--- src/rtl/bus_hold_pkg.sv ---
package bus_hold_pkg;

    localparam int CFG_DLY_W = 4;
    localparam int DLY_MIN   = 2;
    localparam int DLY_MAX   = 7;

    typedef enum logic [2:0] {
        ST_IDLE  = 3'd0,
        ST_WAIT  = 3'd1,
        ST_FLOAT = 3'd2,
        ST_GRANT = 3'd3,
        ST_DRIVE = 3'd4
    } hold_st_e;

    typedef struct packed {
        logic ack_n;
        logic bus_oe;
        logic clk_oe;
        logic busy;
    } hold_out_t;

    function automatic logic [CFG_DLY_W-1:0] clamp_dly(input logic [CFG_DLY_W-1:0] v);
        if (v < CFG_DLY_W'(DLY_MIN)) return CFG_DLY_W'(DLY_MIN);
        if (v > CFG_DLY_W'(DLY_MAX)) return CFG_DLY_W'(DLY_MAX);
        return v;
    endfunction

endpackage

--- src/rtl/bh_sync.sv ---
module bh_sync #(
    parameter int STAGES = 2
) (
    input  logic clk,
    input  logic rst,
    input  logic d_async,
    output logic q_sync
);
    logic [STAGES-1:0] chain;

    always_ff @(posedge clk) begin
        if (rst) chain[0] <= 1'b0;
        else     chain[0] <= d_async;
    end

    generate
        for (genvar i = 1; i < STAGES; i++) begin : g_stage
            always_ff @(posedge clk) begin
                if (rst) chain[i] <= 1'b0;
                else     chain[i] <= chain[i-1];
            end
        end
    endgenerate

    assign q_sync = chain[STAGES-1];
endmodule

--- src/rtl/bh_fsm.sv ---
module bh_fsm
    import bus_hold_pkg::*;
(
    input  logic                 clk,
    input  logic                 rst,
    input  logic                 hold_rq,
    input  logic                 block,
    input  logic                 loc_active,
    input  logic [CFG_DLY_W-1:0] float_dly,
    input  logic [CFG_DLY_W-1:0] drive_dly,
    output hold_st_e             state
);
    hold_st_e             st_q, st_d;
    logic [CFG_DLY_W-1:0] cnt_q, cnt_d;
    logic                 settled_q;

    always_comb begin
        st_d  = st_q;
        cnt_d = cnt_q;
        unique case (st_q)
            ST_IDLE: begin
                if (hold_rq && !block) st_d = ST_WAIT;
            end
            ST_WAIT: begin
                if (!hold_rq || block) begin
                    st_d = ST_IDLE;
                end else if (!loc_active) begin
                    st_d  = ST_FLOAT;
                    cnt_d = clamp_dly(float_dly) - CFG_DLY_W'(1);
                end
            end
            ST_FLOAT: begin
                if (cnt_q == '0) st_d = ST_GRANT;
                else             cnt_d = cnt_q - CFG_DLY_W'(1);
            end
            ST_GRANT: begin
                if (settled_q && !hold_rq) begin
                    st_d  = ST_DRIVE;
                    cnt_d = clamp_dly(drive_dly) - CFG_DLY_W'(1);
                end
            end
            ST_DRIVE: begin
                if (cnt_q == '0) st_d = ST_IDLE;
                else             cnt_d = cnt_q - CFG_DLY_W'(1);
            end
            default: st_d = ST_IDLE;
        endcase
    end

    always_ff @(posedge clk) begin
        if (rst) begin
            st_q      <= ST_IDLE;
            cnt_q     <= '0;
            settled_q <= 1'b0;
        end else begin
            st_q      <= st_d;
            cnt_q     <= cnt_d;
            settled_q <= (st_q == ST_GRANT);
        end
    end

    assign state = st_q;
endmodule

--- src/rtl/bh_gate.sv ---
module bh_gate
    import bus_hold_pkg::*;
(
    input  hold_st_e  state,
    input  logic      clk_float,
    input  logic      loc_req,
    output hold_out_t outs,
    output logic      loc_start
);
    logic floated;
    logic owned;

    always_comb begin
        floated      = (state == ST_FLOAT) || (state == ST_GRANT);
        owned        = (state == ST_GRANT) || (state == ST_DRIVE);
        outs.ack_n   = !owned;
        outs.bus_oe  = !floated;
        outs.clk_oe  = !(floated && clk_float);
        outs.busy    = (state != ST_IDLE);
        loc_start    = loc_req && (state == ST_IDLE);
    end
endmodule

--- src/rtl/bus_hold_ctrl.sv ---
module bus_hold_ctrl
    import bus_hold_pkg::*;
#(
    parameter int SYNC_STAGES = 2
) (
    input  logic                 clk,
    input  logic                 rst,
    input  logic                 hold_req_n,
    output logic                 hold_ack_n,
    input  logic                 cfg_block_hold,
    input  logic                 cfg_clk_float,
    input  logic [CFG_DLY_W-1:0] cfg_float_dly,
    input  logic [CFG_DLY_W-1:0] cfg_drive_dly,
    input  logic                 loc_req,
    input  logic                 loc_active,
    output logic                 loc_start,
    output logic                 loc_busy,
    output logic                 bus_oe,
    output logic                 clk_oe
);
    logic      hold_rq;
    hold_st_e  state;
    hold_out_t outs;

    bh_sync #(.STAGES(SYNC_STAGES)) u_sync (
        .clk     (clk),
        .rst     (rst),
        .d_async (!hold_req_n),
        .q_sync  (hold_rq)
    );

    bh_fsm u_fsm (
        .clk        (clk),
        .rst        (rst),
        .hold_rq    (hold_rq),
        .block      (cfg_block_hold),
        .loc_active (loc_active),
        .float_dly  (cfg_float_dly),
        .drive_dly  (cfg_drive_dly),
        .state      (state)
    );

    bh_gate u_gate (
        .state     (state),
        .clk_float (cfg_clk_float),
        .loc_req   (loc_req),
        .outs      (outs),
        .loc_start (loc_start)
    );

    assign hold_ack_n = outs.ack_n;
    assign bus_oe     = outs.bus_oe;
    assign clk_oe     = outs.clk_oe;
    assign loc_busy   = outs.busy;
endmodule

--- config.mk ---
export PLATFORM = sky130hd
export DESIGN_NAME = bus_hold_ctrl
export DESIGN_NICKNAME = d
export VERILOG_FILES = /design/src/rtl/bus_hold_pkg.sv /design/src/rtl/bh_sync.sv /design/src/rtl/bh_fsm.sv /design/src/rtl/bh_gate.sv /design/src/rtl/bus_hold_ctrl.sv
export SDC_FILE = /design/constraint.sdc
export NUM_CORES = 1
export LEC_CHECK = 0
export ABC_AREA = 1
export BUFFER_PORTS_ARGS = -buffer_cell sky130_fd_sc_hd__buf_2
export CORE_UTILIZATION = 57
export CTS_BUF_LIST = sky130_fd_sc_hd__clkbuf_2
export CTS_CLUSTER_DIAMETER = 200
export DETAILED_ROUTE_END_ITERATION = 12
export GPL_ROUTABILITY_DRIVEN = 0
export PLACE_DENSITY = 0.93
export SLEW_MARGIN = 15
export SYNTH_ARGS = -nofsm -noshare
export SYNTH_HDL_FRONTEND = slang
export SYNTH_SLANG_ARGS = --single-unit
--- constraint.sdc ---
create_clock -name clk -period 3.85 [get_ports clk]
set_input_delay 0.77 -clock clk [delete_from_list [all_inputs] [get_ports clk]]
set_output_delay 0.77 -clock clk [all_outputs]
set_load 0.02 [all_outputs]
==> flow_summary.yaml, run 1 <==
setup_path:
  crit-reg2reg-capture: "u_fsm.cnt_q[2]"
  flop_to_flop_setup_slack_ns: 2.14
  timing.critical_path.fanout_max: 9
  r2r-start: "u_fsm.state[1]"
  cp.required_ns: 3.08
  reg2reg_depth: 11
  crit_path_end_kind: "output port"
  worst_ep_arrival_time_ns: 1.35
  setup.worst_path.class: "register to output port"
  critPathLaunchType: "register"
worst_hold_path:
  holdPathStages: 2
  hold_path_class: "register to register"
  hold_path.startpoint: "u_sync.chain[0]"
  min_to: "u_sync.q_sync"
power_and_ir_drop:
  net_sw_power_mw: 0.3348
  switching_share_pct: 53.13
  leakagePower_nw: 0.4642
  power.combinational.fraction_pct: 64.6
  p_per_area_nw_per_um2: 723.6
  power.internal_mw: 0.2954
  peakVddDrop_uv: 470.5
  fin_total_pwr_mw: 0.6302
  seq_power_share_pct: 25.3
  clockPowerShare_pct: 10.1
global_route:
  grt.busiest_layer: "met2"
  largest_net_degree_at_the_start_of_global_routing: 10
  met3_usage_pct: 5.233
  grt_resource_usage_total_pct: 25.57
  first_global_vias: 669
  use_met2_pct: 41.25
  grt_antenna_before_repair: 0
  grt.met1_usage_pct: 33.81
  grt_remaining_overflow: 0
  wire_length_of_the_first_global_routing_pass_mm: 2.622
route:
  wl_per_cell_um: 9.900
  drt_first_iter_violations: 25
  route.vias.total: 787
  drt.antenna.violating_nets: 0
  vias_per_cell: 4.919
  route.final.wire_length_mm: 1.584
  number_of_detailed_route_iterations_in_the_first_pass: 6
  drc: 0
clock_tree:
  clock-sinks: 10
  h-tree-depth: 1
  hold_buffers: 0
  tritoncts_clock_tree: "done"
  post-cts-setup-buffer-count: 0
  clk_transition_reported_paths_ns: 0.12
  clkLatencyLatePin_ns: 0.26
  cts.repair.resized: 0
  cts_max_path_buffers: 2
  tritoncts.num_buffers: 3
  ctsRootBufferMaster: "sky130_fd_sc_hd__clkbuf_2"
place:
  worst_setup_slack_post_dpl_ns: 1.827
  dpl_cell_area_um2: 852.1
  place.detailed.instances: 156
  hpwlAfterDp_mm: 1.264
  port_buffers: 19
timing:
  worst_hold_margin_ns: 0.4211
  final-max-slew-violation-count: 0
  setup_slack_ns: 1.728
  finalSetupViolations: 0
  final_min_period_over_clock_period_pct: 55.11
  max_freq_ghz: 0.4713
  skew_ns: 0.0007300
  rsz_0062_raised_after_global_routing: "false"
  finalWorstPathRequiredPeriod_ns: 2.122
  slew-limit-headroom_pct: 78.26
  fin_tns_setup_ns: 0
  timing_worst_slew_pin_value_ns: 0.3257
  timing.final.hold_violations: 0
job:
  cap_viol_max_count: 0
floorplan:
  start_util_pct: 65.06
  chipWidth_um: 38.56
  floorplan.core_area_um2: 1171
  io_pins: 20
  fp-row-count: 12
  fp.dieH_um: 38.56
  die-area_um2: 1487
synth:
  synth_top_cell_area_share_pct: 26.27
  post_synth_xor_area_fraction_pct: 0
  post_synth.cell_area_avg_um2: 6.047
  yosysWarningCount: 0
  yosysTopAreaCell: "sky130_fd_sc_hd__dfxtp_1"
  post_synth_fa_ha_maj_area_fraction_pct: 1.642
  complex_gate_fraction_of_the_synthesized_area_pct: 10.51
  syn-cell-area_um2: 762.0
  synth_seq_area_share_pct: 26.27
  syn_inst: 126
  synth_top_family_by_area: "simple AND/OR/NAND/NOR gates"
  synth_seq_cells: 10
  multiplexer_area_fraction_after_synthesis_pct: 0
  synth_simple_gate_area_share_pct: 47.29
  synthesis.nets: 142
  biggest_area_contributors_in_the_synthesized_netlist: "sky130_fd_sc_hd__dfxtp_1 26%, sky130_fd_sc_hd__nand2_1 15%, sky130_fd_sc_hd__inv_1 9.4%"
  post_synth_num_cell_types: 22
layout:
  mostFrequentLayoutCell: "sky130_fd_sc_hd__nand2_1"
  area.growth.synth_to_final_pct: 14.29
  final_util_pct: 74.36
  fillers: 94
  final_cell_count_no_fill: 160
  drive_above_1_share_pct: 29.45
  final_cell_mix: "31 x sky130_fd_sc_hd__nand2_1, 19 x sky130_fd_sc_hd__inv_1, 19 x sky130_fd_sc_hd__buf_2"
  insertedDiodeCount: 0
  nNetsFinal: 163
  fin_area_um2: 870.8
run_status:
  result_of_the_run: "complete, no violations"
[cells in the mapped netlist]
library cell and number:
sky130_fd_sc_hd__a21bo_2 1, sky130_fd_sc_hd__a21oi_1 6, sky130_fd_sc_hd__a21oi_2 1, sky130_fd_sc_hd__buf_4 1, sky130_fd_sc_hd__buf_6 1, sky130_fd_sc_hd__clkbuf_1 1, sky130_fd_sc_hd__dfxtp_1 10, sky130_fd_sc_hd__ha_1 1
sky130_fd_sc_hd__inv_1 19, sky130_fd_sc_hd__inv_2 4, sky130_fd_sc_hd__nand2_1 31, sky130_fd_sc_hd__nand2_2 5, sky130_fd_sc_hd__nand3_1 9, sky130_fd_sc_hd__nand3_2 5, sky130_fd_sc_hd__nand4_1 1, sky130_fd_sc_hd__nor2_1 18
sky130_fd_sc_hd__nor2_2 3, sky130_fd_sc_hd__nor2_4 1, sky130_fd_sc_hd__nor3b_1 1, sky130_fd_sc_hd__o21ai_0 5, sky130_fd_sc_hd__o22ai_1 1, sky130_fd_sc_hd__or2_2 1
[cells by family (layout without fill, tap and decap cells)]
group,after synthesis,in the layout
compound gates,14,14
fa+ha+maj,1,1
buf+inv,26,46
flops,10,10
simple gates,75,75
[layer usage]
| metal | share of wire [%] | vias up |
|---|---|---|
| met5 | 0 | - |
| met4 | 0.44 | 0 |
| met3 | 5.7 | 2 |
| met2 | 46 | 22 |
| met1 | 47 | 331 |
| li1 | - | 432 |
[worst max-delay path, stage by stage (launching register included)]
cell and delay (ns):
sky130_fd_sc_hd__dfxtp_1 0.53, sky130_fd_sc_hd__nand2_1 0.09, sky130_fd_sc_hd__nor2_1 0.21, sky130_fd_sc_hd__nor2_1 0.09, sky130_fd_sc_hd__buf_2 0.16
[layout make-up]
| class | count | area [µm²] | area share, % |
|---|---|---|---|
| clock inverters | 1 | 3.754 | 0.4310 |
| repair buffers | 19 | 95.09 | 10.92 |
| inverters | 23 | 86.33 | 9.914 |
| well taps | 14 | 17.52 | 2.011 |
| clock buffers | 3 | 15.01 | 1.724 |
| flip-flops and latches | 10 | 200.2 | 22.99 |
| multi-input cells | 90 | 452.9 | 52.01 |
[power by group through the flow]
stage                     Clock [mW]  Sequential [mW]  Combinational, mW
after floorplan                    0            0.136              0.365
after global placement             0            0.161              0.392
after detailed placement           0            0.162              0.404
after CTS                     0.0634            0.159              0.406
after global routing          0.0684            0.163              0.464
final                         0.0636            0.159              0.407
[sequential cells by signal, indices dropped and copies added, names as in the netlist]
signal           count
u_fsm.cnt_q          4
u_fsm.state          3
u_sync.chain         1
u_sync.q_sync        1
u_fsm.settled_q      1
[worst max path at each step]
| stage | from | end |
|---|---|---|
| after floorplan | loc_req | loc_start |
| after global placement | cfg_float_dly[3] | u_fsm.cnt_q[2] |
| after detailed placement | cfg_float_dly[3] | u_fsm.cnt_q[2] |
| after CTS | u_fsm.state[1] | hold_ack_n |
| after global routing | u_fsm.state[1] | hold_ack_n |
| final | u_fsm.state[1] | hold_ack_n |
Power figures use the tool's default switching activity.
==> run 2, diff against run 1 <==
--- a/config.mk
+++ b/config.mk
@@ -7,12 +7,12 @@
 export LEC_CHECK = 0
 export ABC_AREA = 1
 export BUFFER_PORTS_ARGS = -buffer_cell sky130_fd_sc_hd__buf_2
-export CORE_UTILIZATION = 57
+export CORE_UTILIZATION = 53
 export CTS_BUF_LIST = sky130_fd_sc_hd__clkbuf_2
 export CTS_CLUSTER_DIAMETER = 200
 export DETAILED_ROUTE_END_ITERATION = 12
 export GPL_ROUTABILITY_DRIVEN = 0
-export PLACE_DENSITY = 0.93
+export PLACE_DENSITY = 0.88
 export SLEW_MARGIN = 15
 export SYNTH_ARGS = -nofsm -noshare
 export SYNTH_HDL_FRONTEND = slang
==> constraint.sdc (replaced) <==
create_clock -name clk -period 2.2 [get_ports clk]
set_input_delay 0.44 -clock clk [delete_from_list [all_inputs] [get_ports clk]]
set_output_delay 0.44 -clock clk [all_outputs]
set_load 0.02 [all_outputs]
==> run 2 against run 1 <==
Effect of this change:
- first-iteration DRC count rose by 20%
- total power rose by 74%
- critical endpoint unchanged
- critical path depth did not move
==> flow_summary.yaml, run 2 (synthesized netlist as in run 1, its figures left out) <==
run_status:
  result_of_the_run: "complete, no violations"
layout:
  drive_above_1_share_pct: 29.45
  largest-register: "u_fsm.cnt_q"
  seqCellArea_um2: 200.2
  area.growth.synth_to_final_pct: 14.45
  multi_input_comb_area_um2: 452.9
  insertedDiodeCount: 0
  mostFrequentLayoutCell: "sky130_fd_sc_hd__nand2_1"
  fillers: 100
  nNetsFinal: 163
  final_cell_mix: "31 x sky130_fd_sc_hd__nand2_1, 19 x sky130_fd_sc_hd__inv_1, 19 x sky130_fd_sc_hd__buf_2"
  largest_register_ffs: 4
power_and_ir_drop:
  p_per_area_nw_per_um2: 1257
  leakagePower_nw: 0.4642
  peakVddDrop_uv: 685.2
global_route:
  grt_antenna_before_repair: 0
  grt_resource_usage_total_pct: 21.90
  grt_remaining_overflow: 0
  largest_net_degree_at_the_start_of_global_routing: 10
  wire_length_of_the_first_global_routing_pass_mm: 2.380
  first_global_vias: 639
route:
  wl_per_cell_um: 9.832
  number_of_detailed_route_iterations_in_the_first_pass: 4
  route.vias.total: 795
  drc: 0
  drt_first_iter_violations: 30
  drt.antenna.violating_nets: 0
  vias_per_cell: 4.938
  route.final.wire_length_mm: 1.583
floorplan:
  floorplan.core_area_um2: 1318
  io_pins: 20
  die-area_um2: 1593
  start_util_pct: 57.83
  fp.dieH_um: 39.92
  chipWidth_um: 39.92
  fp-row-count: 13
setup_path:
  setup.worst_path.class: "register to output port"
  cp.required_ns: 1.76
  timing.critical_path.max_delay_family: "flip-flops"
  worst_path_largest_cell_delay_ns: 0.53
  critical-path-slowest-cell: "sky130_fd_sc_hd__dfxtp_1"
  critical_path.cell_chain: "nand2_1, nor2_1, nor2_1, buf_2"
  cp_num_buf_inv: 1
  critPathLaunchType: "register"
  crit_path_end_kind: "output port"
  worst_ep_arrival_time_ns: 1.29
  crit_top_cell: "sky130_fd_sc_hd__nor2_1"
  timing.critical_path.fanout_max: 9
place:
  port_buffers: 19
  hpwlAfterDp_mm: 1.297
clock_tree:
  clk_transition_reported_paths_ns: 0.10
  clock-sinks: 10
  cts_max_path_buffers: 2
  post-cts-setup-buffer-count: 0
  hold_buffers: 0
  cts.repair.resized: 0
  ctsRootBufferMaster: "sky130_fd_sc_hd__clkbuf_2"
  tritoncts.num_buffers: 3
  clkLatencyLatePin_ns: 0.25
  h-tree-depth: 1
  tritoncts_clock_tree: "done"
timing:
  max_freq_ghz: 0.5771
  timing.final.hold_violations: 0
  final-max-slew-violation-count: 0
  finalWorstPathRequiredPeriod_ns: 1.733
  worst_hold_margin_ns: 0.3347
  final_min_period_over_clock_period_pct: 78.76
  timing_worst_slew_pin_value_ns: 0.3269
  fin_tns_setup_ns: 0
  rsz_0062_raised_after_global_routing: "false"
  skew_ns: 0.004198
  finalSetupViolations: 0
  slew-limit-headroom_pct: 78.18
job:
  cap_viol_max_count: 0
worst_hold_path:
  hold_path_class: "input pin to register"
[run 2: per-stage QoR]
stage / setup WS [ns] / power [mW] / std cells / instance area (µm²) / util, %
after floorplan: 0.7082 / 0.8770 / 126 / 762.0 / -
after global placement: 0.5707 / 0.9705 / 157 / 853.3 / 64.77
after detailed placement: 0.5331 / 0.9949 / 157 / 853.3 / 64.77
after CTS: 0.4623 / 1.099 / 161 / 872.1 / 66.19
after global routing: 0.3444 / 1.209 / 161 / 872.1 / 66.19
final: 0.4672 / 1.096 / 161 / 872.1 / 66.19
[run 2: final timing paths]
| kind | start | slack (ns) | to | depth (start not counted) |
|---|---|---|---|---|
| max | u_fsm.state[1] | 0.47 | hold_ack_n | 4 |
| min | hold_req_n | 0.33 | u_sync.chain[0] | 2 |
| max reg2reg | u_fsm.state[1] | 0.53 | u_fsm.cnt_q[2] | 11 |
| min reg2reg | u_sync.chain[0] | 0.42 | u_sync.q_sync | 2 |
[run 2: metal layers]
metal / track usage, % / vias to the layer above / part of all wire (%)
met5: 0 / - / 0
met1: 27.93 / 336 / 43
met3: 3.409 / 4 / 6.1
met2: 35.48 / 30 / 50
met4: 10.34 / 0 / 1.0
li1: - / 425 / -
[run 2: worst reg2reg max path, cell delays in order (launching register included)]
cell,delay [ns]
sky130_fd_sc_hd__dfxtp_1,0.53
sky130_fd_sc_hd__nand2_1,0.09
sky130_fd_sc_hd__nor2_1,0.20
sky130_fd_sc_hd__o21ai_0,0.13
sky130_fd_sc_hd__o21ai_0,0.09
sky130_fd_sc_hd__nor2_1,0.08
sky130_fd_sc_hd__ha_1,0.21
sky130_fd_sc_hd__inv_1,0.05
sky130_fd_sc_hd__nand3_1,0.07
sky130_fd_sc_hd__nand3_1,0.08
sky130_fd_sc_hd__nand2_1,0.05
sky130_fd_sc_hd__inv_1,0.04
[run 2: where the power goes]
part           switching [mW]  internal, mW  total, mW  leakage (nW)
Sequential             0.0567         0.222      0.278        0.0819
Clock                  0.0626        0.0395      0.102        0.0140
Combinational           0.459         0.257      0.716         0.368
[run 2: cell type report]
type	instances	area share, %
clock buffer	3	1.722
clock inverter	1	0.4304
inverter	23	9.900
multi-input combinational	90	51.94
sequential	10	22.96
tap	15	2.152
timing repair buffer	19	10.90
